==> config.mk <==
export PLATFORM = sky130hd
export DESIGN_NAME = pstep_capture
export DESIGN_NICKNAME = d
export VERILOG_FILES = /design/src/rtl/pcap_pkg.sv /design/src/rtl/pcap_setup_regs.sv /design/src/rtl/pcap_channel.sv /design/src/rtl/pcap_serializer.sv /design/src/rtl/pstep_capture.sv
export SDC_FILE = /design/constraint.sdc
export NUM_CORES = 1
export LEC_CHECK = 0
export BUFFER_PORTS_ARGS = -buffer_cell sky130_fd_sc_hd__buf_2
export CAP_MARGIN = 40
export CORE_ASPECT_RATIO = 1.2
export CORE_UTILIZATION = 58
export DETAILED_ROUTE_END_ITERATION = 10
export PLACE_DENSITY = 0.82
export SKIP_LAST_GASP = 1
export SYNTH_ARGS = -nofsm -noshare
export SYNTH_HDL_FRONTEND = slang
export SYNTH_SLANG_ARGS = --single-unit
==> constraint.sdc <==
create_clock -name clk -period 7.25 [get_ports clk]
set_clock_uncertainty 0.05 [all_clocks]
set_input_delay 0.3625 -clock clk [delete_from_list [all_inputs] [get_ports clk]]
set_output_delay 0.3625 -clock clk [all_outputs]
set_load 0.03 [all_outputs]
==> src/rtl/pcap_pkg.sv <==
package pcap_pkg;
  localparam int unsigned NUM_CH      = 4;
  localparam int unsigned NUM_HOST_CH = 2;

  typedef enum logic [1:0] {
    SRC_MULT = 2'b00,
    SRC_DB   = 2'b01,
    SRC_MDI  = 2'b10,
    SRC_MCI  = 2'b11
  } cap_src_e;
endpackage

==> src/rtl/pcap_setup_regs.sv <==
module pcap_setup_regs
  import pcap_pkg::*;
#(
  parameter int unsigned STEP_W   = 9,
  parameter int unsigned ADDR_W   = 9,
  parameter int unsigned CFG_BASE = 261,
  parameter int unsigned CFG_W    = STEP_W + 2
) (
  input  logic                           clk,
  input  logic                           rst_n,
  input  logic                           wr_en,
  input  logic [ADDR_W-1:0]              wr_addr,
  input  logic [CFG_W-1:0]               wr_data,
  output logic [NUM_CH-1:0][STEP_W-1:0]  cfg_step,
  output logic [NUM_CH-1:0][1:0]         cfg_sel
);
  logic [NUM_CH-1:0]             addr_hit;
  logic [NUM_CH-1:0][STEP_W-1:0] step_d;
  logic [NUM_CH-1:0][1:0]        sel_d;

  // one address decoder per channel
  for (genvar g = 0; g < NUM_CH; g++) begin : g_dec
    assign addr_hit[g] = (wr_addr == ADDR_W'(CFG_BASE + g));
  end

  always_comb begin
    step_d = cfg_step;
    sel_d  = cfg_sel;
    for (int i = 0; i < NUM_CH; i++) begin
      if (addr_hit[i]) begin
        step_d[i] = wr_data[STEP_W-1:0];
        sel_d[i]  = wr_data[STEP_W+1:STEP_W];
      end
    end
  end

  always_ff @(posedge clk or negedge rst_n) begin
    if (!rst_n) begin
      cfg_step <= '0;
      cfg_sel  <= '0;
    end else if (wr_en) begin
      cfg_step <= step_d;
      cfg_sel  <= sel_d;
    end
  end
endmodule

==> src/rtl/pcap_channel.sv <==
module pcap_channel
  import pcap_pkg::*;
#(
  parameter int unsigned STEP_W = 9,
  parameter int unsigned DATA_W = 24
) (
  input  logic              clk,
  input  logic              rst_n,
  input  logic [STEP_W-1:0] pc,
  input  logic [STEP_W-1:0] step,
  input  logic [1:0]        sel,
  input  logic [DATA_W-1:0] src_mult,
  input  logic [DATA_W-1:0] src_db,
  input  logic [DATA_W-1:0] src_mdi,
  input  logic [DATA_W-1:0] src_mci,
  output logic [DATA_W-1:0] cap_q
);
  logic              step_hit;
  logic [DATA_W-1:0] pick;

  always_comb begin
    step_hit = (pc == step);
    case (cap_src_e'(sel))
      SRC_MULT: pick = src_mult;
      SRC_DB:   pick = src_db;
      SRC_MDI:  pick = src_mdi;
      SRC_MCI:  pick = src_mci;
    endcase
  end

  always_ff @(posedge clk or negedge rst_n) begin
    if (!rst_n) begin
      cap_q <= '0;
    end else if (step_hit) begin
      cap_q <= pick;
    end
  end
endmodule

==> src/rtl/pcap_serializer.sv <==
module pcap_serializer #(
  parameter int unsigned DATA_W      = 24,
  parameter int unsigned SYNC_STAGES = 2
) (
  input  logic              clk,
  input  logic              rst_n,
  input  logic              bclk,
  input  logic              lrclk,
  input  logic [DATA_W-1:0] word_left,
  input  logic [DATA_W-1:0] word_right,
  output logic              sdout,
  output logic              bit_tick
);
  logic [SYNC_STAGES-1:0] bclk_sync;
  logic [SYNC_STAGES-1:0] lrclk_sync;
  logic                   bclk_prev;
  logic                   lr_last;
  logic                   bclk_now;
  logic                   lr_now;
  logic                   frame_edge;
  logic [DATA_W-1:0]      shift_q;
  logic [DATA_W-1:0]      shift_d;
  logic                   out_d;

  // bring both serial clocks into the system domain through equal stages
  always_ff @(posedge clk or negedge rst_n) begin
    if (!rst_n) begin
      bclk_sync  <= '0;
      lrclk_sync <= '0;
      bclk_prev  <= 1'b0;
    end else begin
      bclk_sync  <= {bclk_sync[SYNC_STAGES-2:0], bclk};
      lrclk_sync <= {lrclk_sync[SYNC_STAGES-2:0], lrclk};
      bclk_prev  <= bclk_now;
    end
  end

  assign bclk_now = bclk_sync[SYNC_STAGES-1];
  assign lr_now   = lrclk_sync[SYNC_STAGES-1];

  always_comb begin
    bit_tick   = bclk_prev & ~bclk_now;
    frame_edge = lr_now ^ lr_last;
    if (frame_edge) begin
      shift_d = lr_now ? word_right : word_left;
    end else begin
      shift_d = {shift_q[DATA_W-2:0], 1'b0};
    end
    // pin lags the register by one bit period: MSB leaves one BCLK after the edge
    out_d = shift_q[DATA_W-1];
  end

  always_ff @(posedge clk or negedge rst_n) begin
    if (!rst_n) begin
      shift_q <= '0;
      sdout   <= 1'b0;
      lr_last <= 1'b0;
    end else if (bit_tick) begin
      shift_q <= shift_d;
      sdout   <= out_d;
      lr_last <= lr_now;
    end
  end
endmodule

==> src/rtl/pstep_capture.sv <==
module pstep_capture
  import pcap_pkg::*;
#(
  parameter int unsigned DATA_W      = 24,
  parameter int unsigned STEP_W      = 9,
  parameter int unsigned ADDR_W      = 9,
  parameter int unsigned CFG_BASE    = 261,
  parameter int unsigned SYNC_STAGES = 2,
  parameter int unsigned CFG_W       = STEP_W + 2
) (
  input  logic              clk,
  input  logic              rst_n,
  input  logic [STEP_W-1:0] pc,
  input  logic [DATA_W-1:0] src_mult,
  input  logic [DATA_W-1:0] src_db,
  input  logic [DATA_W-1:0] src_mdi,
  input  logic [DATA_W-1:0] src_mci,
  input  logic              wr_en,
  input  logic [ADDR_W-1:0] wr_addr,
  input  logic [CFG_W-1:0]  wr_data,
  input  logic [ADDR_W-1:0] rd_addr,
  output logic [DATA_W-1:0] rd_data,
  input  logic              lrclk,
  input  logic              bclk,
  output logic              sdout
);
  logic [1:0]                    rst_pipe;
  logic                          rst_int_n;
  logic [NUM_CH-1:0][STEP_W-1:0] cfg_step;
  logic [NUM_CH-1:0][1:0]        cfg_sel;
  logic [NUM_CH-1:0][DATA_W-1:0] cap;
  logic                          ser_tick;

  // assert at once, release after two clock edges
  always_ff @(posedge clk or negedge rst_n) begin
    if (!rst_n) begin
      rst_pipe <= '0;
    end else begin
      rst_pipe <= {rst_pipe[0], 1'b1};
    end
  end
  assign rst_int_n = rst_pipe[1];

  pcap_setup_regs #(
    .STEP_W  (STEP_W),
    .ADDR_W  (ADDR_W),
    .CFG_BASE(CFG_BASE),
    .CFG_W   (CFG_W)
  ) u_setup (
    .clk     (clk),
    .rst_n   (rst_int_n),
    .wr_en   (wr_en),
    .wr_addr (wr_addr),
    .wr_data (wr_data),
    .cfg_step(cfg_step),
    .cfg_sel (cfg_sel)
  );

  for (genvar g = 0; g < NUM_CH; g++) begin : g_ch
    pcap_channel #(
      .STEP_W(STEP_W),
      .DATA_W(DATA_W)
    ) u_ch (
      .clk     (clk),
      .rst_n   (rst_int_n),
      .pc      (pc),
      .step    (cfg_step[g]),
      .sel     (cfg_sel[g]),
      .src_mult(src_mult),
      .src_db  (src_db),
      .src_mdi (src_mdi),
      .src_mci (src_mci),
      .cap_q   (cap[g])
    );
  end

  pcap_serializer #(
    .DATA_W     (DATA_W),
    .SYNC_STAGES(SYNC_STAGES)
  ) u_ser (
    .clk       (clk),
    .rst_n     (rst_int_n),
    .bclk      (bclk),
    .lrclk     (lrclk),
    .word_left (cap[NUM_HOST_CH]),
    .word_right(cap[NUM_HOST_CH+1]),
    .sdout     (sdout),
    .bit_tick  (ser_tick)
  );

  // host readback: channels 0..NUM_HOST_CH-1 at consecutive addresses
  always_comb begin
    rd_data = '0;
    for (int i = 0; i < NUM_HOST_CH; i++) begin
      if (rd_addr == ADDR_W'(CFG_BASE + i)) begin
        rd_data = cap[i];
      end
    end
  end
endmodule

### After elaboration in Yosys (flattened, before gate mapping)

Cells that the tools add are included.

* equality and inequality tests: 22
* muxes and demuxes: 8
* bitwise operators: 3
* reductions and logical operators: 8

Operators by type and width (count)
* $pmux W24 S4: 4
* $mux W24: 4
* $eq A9 B9 Y1 const B: 6
* $eq A9 B9 Y1: 4
* $eq A2 B2 Y1 const B: 8
* $eq A2 B1 Y1 const B: 4
* $logic_not A2 Y1: 4
* $reduce_and A2 Y1: 4
* $and A1 B1 Y1: 1
* $not A1 Y1: 1
* $xor A1 B1 Y1: 1

* register bits: 173
* input bits: 139

### Logic depth before layout (Yosys ltp)

Gate-level depths: netlist (run 1).

* depth after elaboration: 3
* mapped depth: 6

### Modules after synthesis

From an unflattened synthesis (run 1), not the netlist that was laid out.

* cell total of the unflattened synthesis: 686
* area total of the unflattened synthesis: 10363.7 um^2

Modules (own cells, without submodules)
* pcap_channel: times used 4, cells an instance 92, area each 1586.5 um^2, seq. area each 600.6 um^2
* pcap_setup_regs: times used 1, cells an instance 99, area each 1725.4 um^2, seq. area each 1101.1 um^2
* pcap_serializer: times used 1, cells an instance 127, area each 1482.7 um^2, seq. area each 775.7 um^2
* pstep_capture: times used 1, cells an instance 92, area each 809.5 um^2, seq. area each 50.0 um^2

### Least setup slack after synthesis (run 1)

No wires, ideal clock.

* path kind: input port to flip-flop
* from: in pc[8]
* to: reg g_ch[3].u_ch.cap_q[10]
* setup time: 0.125 ns
* data arrival time: 1.776 ns
* data required time: 7.075 ns
* slack: 5.299 ns
* stages: 6
* path buffers: 2
* cell sequence: clkbuf_1 > xnor2_1 > nand3_1 > nor4_4 > buf_2 > mux2_2

* word-level cells in the longest chain between the ends: 1

RTL lines
* from (decl): RTL line pstep_capture.sv:13 `input logic [STEP_W-1:0] pc,`
* $eq A9 B9 Y1: RTL line pcap_channel.sv:22 `step_hit = (pc == step);`
* to (signal assigned): RTL line pcap_channel.sv:35 `cap_q <= pick;`
* to (decl): RTL line pcap_channel.sv:16 `output logic [DATA_W-1:0] cap_q`

No other way between the ends.
A chain may end at the register's enable or synchronous reset.

### Worst setup path in the final report (run 1)

* from: reg u_setup.cfg_step[11] in the netlist's numbering
* to: reg g_ch[1].u_ch.cap_q[2]

* word-level cells in the longest chain between the ends: 1

RTL lines
* from (decl): RTL line pcap_setup_regs.sv:14 `output logic [NUM_CH-1:0][STEP_W-1:0] cfg_step,`
* from (signal assigned): RTL line pcap_setup_regs.sv:42 `cfg_step <= step_d;`
* $eq A9 B9 Y1: RTL line pcap_channel.sv:22
* to (signal assigned): RTL line pcap_channel.sv:35
* to (decl): RTL line pcap_channel.sv:16

No other way between the ends.

==> results of run 1 <==
per-layer routing:
layer  global-route usage, %  up-vias  share of wire, %  wire length (um)
li1                        -     3065                 -                 -
met3                    5.94       51               7.2              1790
met2                    48.8      320                51             12700
met4                    12.0        0               2.8               696
met5                       0        -                 0                 0
met1                    36.7     3583                39              9530
path summary, 6_finish.rpt:
path                       slack [ns]  depth (start not counted)                     to                  from
setup / recovery                 4.75                          5  g_ch[1].u_ch.cap_q[2]  u_setup.cfg_step[11]
hold / removal                   0.15                          2     u_setup.cfg_sel[3]           wr_data[10]
setup reg to reg                 4.75                          5  g_ch[1].u_ch.cap_q[2]  u_setup.cfg_step[11]
hold reg to reg                  0.31                          0     u_ser.bclk_sync[1]    u_ser.bclk_sync[0]
max in group asynchronous        5.47                          1    u_ser.lrclk_sync[1]           rst_pipe[1]
min in group asynchronous        0.19                          2            rst_pipe[1]                 rst_n
metrics by stage:
stage                     utilization [%]  instances  power, W  instance area (sq um)  hold WS [ns]
final                                69.1       1107   0.00231                  11700         0.150
after detailed placement             65.6       1070   0.00143                  11100        0.0994
after global routing                 69.1       1106   0.00239                  11700         0.161
after floorplan                         -        733   0.00130                  10200        0.0169
after global placement               65.5       1069   0.00141                  11100        0.0997
after CTS                            69.1       1105   0.00232                  11700         0.140
area by class of cell:
| cell class | count | area (sq um) | area share [%] |
|---|---|---|---|
| diodes | 2 | 5.00 | 0.0426 |
| multi-input cells | 494 | 5540 | 47.2 |
| inverters | 2 | 7.51 | 0.0639 |
| clock buffers | 19 | 443 | 3.77 |
| clock inverters | 13 | 129 | 1.10 |
| repair buffers | 188 | 1010 | 8.61 |
| well taps | 216 | 270 | 2.30 |
| flip-flops and latches | 173 | 4330 | 36.9 |
sequential cells by signal (all words and copies together), names as in the netlist:
name              flops
g_ch.u_ch.cap_q      96
rst_pipe              2
u_ser.bclk_prev       1
u_ser.bclk_sync       2
u_ser.lr_last         1
u_ser.lrclk_sync      2
u_ser.sdout           1
u_ser.shift_q        24
u_setup.cfg_sel       8
u_setup.cfg_step     36
cells in the final DEF (no fill, tap or decap), types with 6 or more instances in the layout:
cell type,netlist,layout
dfrtp_1,173,171
buf_2,16,163
mux2_4,10,10
xnor2_1,28,28
mux2i_1,23,23
mux4_2,96,96
nand2_1,49,49
mux2_2,150,150
xor2_1,8,8
a22oi_1,24,24
o21ai_0,48,48
buf_4,7,22
nor2_1,27,27
clkbuf_16,0,17
nand4_1,6,6
logic make-up after synthesis:
group	Yosys count	synth area share, %
buffers and inverters	66	2.97
and+or+nand+nor	101	5.01
other	1	0.0369
xor gates and xnor gates	36	3.10
AOI/OAI and AO/OA	73	4.20
muxes	283	42.1
DFF	173	42.6
power by group through the flow:
stage,Sequential [W],Combinational (W),Clock (W)
global placement,0.00110,0.000310,0
finish,0.00109,0.000327,0.000898
CTS,0.00109,0.000328,0.000906
detailed placement,0.00110,0.000323,0
global route,0.00110,0.000357,0.000940
floorplan,0.00109,0.000211,0
repair_timing:
action | 4_1_cts | 5_1_grt
hold buffers | 3 | 0
resized for setup | 0 | 0
hold endpoints to repair | 4 | 0
==> run_results.csv, run 1 <==
group,metric,value,unit
power,vdd_drop_max,0.180,mV
outcome,status,"finished clean",
placement,port_buffers,163,
sta,rsz0062_at_grt,"false",
grt,grt_max_degree,61,
floorplanning,die_x,123,um
drt,via_count,7019,
floorplanning,fp.dieH,147,um
drt,routedWlPerCell,22.3,um
drt,drt_iter0_markers,379,
clocking,postCtsSetupRepairBufs,0,
clocking,ctsRootBufferMaster,"clkbuf_16",
logic_synthesis,yosysTopAreaCellShare,42.6,%
clocking,tritoncts,"built",
clocking,clk_path_buf_depth,2,
grt,grt_pass1_vias,7475,
logic_synthesis,async_flop_share,100,%
logic_synthesis,synthFlopType,"dfrtp_1",
sta,worst_slew_pin_slew,0.924,ns
power,p_comb_share,14.2,%
finish,fillers,1169,
clocking,htreeDepth,4,
finish,drive_gt1_share,54.4,%
worst_setup_path,cp_max_fo,14,
drt,routed_wl,24700,um
finish,syn2layout_area_growth,15.6,%
logic_synthesis,synth_area_leaders,"dfrtp_1 43%, mux4_2 21%, mux2_2 17%, xnor2_1 2.4%, o21ai_0 2.4%",
sta,setup_violations,0,
clocking,insertion_delay,0.43,ns
grt,track_usage,29.1,%
logic_synthesis,syn_nets,872,
drt,drcViolationCount,0,
logic_synthesis,synth-edff-count,0,
worst_setup_path,path_class,"register to register",
worst_setup_path,arrival,2.76,ns
power,switching_power,0.000620,W
logic_synthesis,yosysSeqAreaShare,42.6,%
logic_synthesis,syn_area_per_cell,13.9,sq um
placement,dp_hpwl,16900,um
power,p_per_area,197,mW/mm^2
logic_synthesis,synthTopCellsByCount,"173 x dfrtp_1, 150 x mux2_2, 96 x mux4_2",
clocking,cts_buffers,17,
flow_run,drv_cap,0,
logic_synthesis,syn_area,0.0102,sq mm
grt,grt_pass1_wl,39400,um
logic_synthesis,synth.most_common_cell,"dfrtp_1",
finish,nets,1015,
worst_setup_path,crit_family,"simple AND/OR/NAND/NOR gates",
logic_synthesis,ys_types,31,
power,power.internal,0.00169,W
drt,via_per_inst,6.34,
sta,max_freq,400,MHz
worst_setup_path,cp_cell_sequence,"xnor2_1 > nand3_1 > nor4_4 > buf_4 > mux2_2",
sta,hold_violations,0,
drt,ant_nets,0,
clocking,clkSinkCount,173,
floorplanning,design.core.area,0.0170,sq mm
sta,min_period,2.50,ns
logic_synthesis,yosys.area.top_type,"dfrtp_1",
floorplanning,io_pins,164,
sta,maxSlewHeadroom,37.9,%
sta,slew_viol_final,0,
worst_setup_path,critPathBufInv,1,
worst_setup_path,cp-end-kind,"register",
floorplanning,num_rows,52,
drt,first_pass_iters,5,
worst_setup_path,cp.required,7.51,ns
floorplanning,fp.dieArea,0.0181,sq mm
worst_hold_path,hp-class,"input port to register",
power,p_leak,5.28,nW
worst_setup_path,crit_slowest_cell,"nor4_4",
sta,finalSetupTns,0,ns
floorplanning,initial_core_util,59.8,%
worst_setup_path,cp-start-kind,"register",
sta,setup_ws,4.75,ns
grt,antenna_found_initial,1,
sta,fin_crit_sh,34.5,%
logic_synthesis,ys_warn_count,0,
placement,dp_slack,4.69,ns
placement,place_congestion,0.837,
logic_synthesis,synth_cells,733,
logic_synthesis,synth_seq_cells,173,
power,clock_power_share,38.8,%
grt,grt_overflow,0,
clocking,path_clk_slew,0.07,ns
worst_setup_path,max_stage_delay,0.78,ns
power,seqPwrFrac,47.0,%
power,p_sw_share,26.8,%
Power figures use the tool's default switching activity.
==> inputs of run 2 (changes only) <==
==> constraint.sdc (replaced) <==
create_clock -name clk -period 2.4 [get_ports clk]
set_clock_uncertainty 0.05 [all_clocks]
set_input_delay 0.12 -clock clk [delete_from_list [all_inputs] [get_ports clk]]
set_output_delay 0.12 -clock clk [all_outputs]
set_load 0.03 [all_outputs]
==> run 2 against run 1 <==
Effect of this change: global-route usage down 0.19 points; worst hold slack lost 0.058 ns; die area unchanged; sequential share of layout area is 0.76 points lower; final cell count grew 1.5%; sequential power rose to 3.0 times the previous value; wire length fell by 3.2%; setup slack got worse by 4.2 ns.
==> run_results.csv, run 2 (synthesis gave the netlist of run 1 again) <==
group,metric,value,unit
sta,finalSetupTns,0,ns
floorplanning,fp.dieH,147,um
worst_setup_path,cp-start-kind,"register",
sta,hold_violations,0,
finish,fillers,1130,
sta,setup_violations,0,
clocking,path_clk_slew,0.07,ns
finish,antenna_cells,0,
finish,reg_top3,"g_ch.u_ch.cap_q x96, u_setup.cfg_step x36, u_ser.shift_q x24",
grt,grt_pass1_wl,39400,um
finish,syn2layout_area_growth,18.0,%
clocking,htreeDepth,4,
clocking,cts_resized,0,
grt,grt_pass1_vias,7427,
placement,dp_hpwl,16500,um
outcome,status,"finished clean",
floorplanning,initial_core_util,59.8,%
worst_setup_path,cp_cell_sequence,"xnor2_1 > nand3_1 > nor4_4 > buf_4 > mux2_2",
finish,drive_gt1_share,54.2,%
sta,worst_slew_pin_slew,0.715,ns
placement,port_buffers,163,
floorplanning,fp.dieArea,0.0181,sq mm
sta,whs,0.0915,ns
worst_setup_path,critPathBufInv,1,
finish,final_cell_mix,"171 x dfrtp_1, 163 x buf_2, 150 x mux2_2",
drt,drcViolationCount,0,
grt,grt_max_degree,112,
clocking,cts_buffers,17,
finish,multiInputGateArea,0.00554,sq mm
sta,maxSlewHeadroom,52.3,%
worst_hold_path,hp-class,"register to async pin",
sta,slew_viol_final,0,
grt,track_usage,28.9,%
finish,nets,1034,
drt,first_pass_iters,5,
clocking,tritoncts,"built",
worst_setup_path,cp_max_fo,24,
drt,routed_wl,23900,um
finish,largest_reg_flops,96,
finish,regMostFlops,"g_ch.u_ch.cap_q",
drt,routedWlPerCell,21.3,um
placement,placed_cells,1077,
grt,grt_overflow,0,
flow_run,drv_cap,0,
drt,via_per_inst,6.28,
sta,fin_crit_sh,78.8,%
drt,ant_nets,0,
power,vdd_drop_max,0.498,mV
drt,via_count,7061,
sta,setup_ws,0.509,ns
grt,antenna_found_initial,0,
floorplanning,die_x,123,um
sta,max_freq,529,MHz
worst_setup_path,arrival,2.16,ns
placement,place_congestion,0.780,
clocking,clk_path_buf_depth,2,
worst_setup_path,startpoint,"u_setup.cfg_step[35]",
worst_setup_path,rrSetupSlack,0.51,ns
worst_setup_path,max_stage_delay,0.40,ns
clocking,insertion_delay,0.44,ns
floorplanning,design.core.area,0.0170,sq mm
finish,layout.cells.most_common,"dfrtp_1",
worst_setup_path,crit_family,"flip-flops",
sta,min_period,1.89,ns
power,p_leak,5.40,nW
clocking,postCtsSetupRepairBufs,0,
clocking,hold_buffers,15,
clocking,ctsRootBufferMaster,"clkbuf_16",
worst_setup_path,crit_slowest_cell,"dfrtp_1",
floorplanning,io_pins,164,
sta,rsz0062_at_grt,"false",
placement,dp_slack,0.521,ns
floorplanning,num_rows,52,
finish,final_cells,1124,
worst_setup_path,path_class,"register to register",
finish,seq_area,0.00433,sq mm
clocking,clkSinkCount,173,
worst_setup_path,cp.required,2.67,ns
drt,drt_iter0_markers,431,
worst_setup_path,r2r_start,"u_setup.cfg_step[35]",
worst_setup_path,cp-end-kind,"register",
power,p_per_area,591,mW/mm^2
==> run 2: metrics by stage <==
| step | cell area [sq um] | power, W | utilization (%) |
|---|---|---|---|
| finish | 12000 | 0.00708 | 70.6 |
| global route | 12000 | 0.00737 | 70.6 |
| CTS | 12000 | 0.00712 | 70.6 |
| detailed placement | 11200 | 0.00431 | 66.2 |
| global placement | 11200 | 0.00427 | 66.2 |
| floorplan | 10200 | 0.00393 | - |
==> run 2: final cells by class <==
type	instances	share of cell area [%]
Clock buffer	18	3.66
Clock inverter	14	1.35
Inverter	2	0.0626
Multi-Input combinational cell	494	46.2
Sequential cell	173	36.2
Tap cell	216	2.25
Timing Repair Buffer	207	10.3
==> run 2: per-layer routing <==
metal	vias to the layer above	routed length (um)	share of wire, %	global-route usage [%]
met4	0	478	2.0	9.15
met1	3633	9340	39	38.1
met3	30	1580	6.6	5.86
met2	290	12500	52	48.1
li1	3108	-	-	-
met5	-	0	0	0
==> run 2: final timing paths <==
path | endpoint | cells after the start
setup / recovery | g_ch[3].u_ch.cap_q[21] | 5
hold / removal | g_ch[0].u_ch.cap_q[16] | 0
setup reg to reg | g_ch[3].u_ch.cap_q[21] | 5
hold reg to reg | g_ch[0].u_ch.cap_q[16] | 0
max in group asynchronous | g_ch[1].u_ch.cap_q[3] | 1
min in group clk | g_ch[1].u_ch.cap_q[4] | 3
==> run 2: power by group <==
part / leakage (nW) / switching, W / internal (W)
combinational: 2.76 / 0.000496 / 0.000543
sequential: 2.35 / 0.000134 / 0.00311
clock: 0.289 / 0.00122 / 0.00158
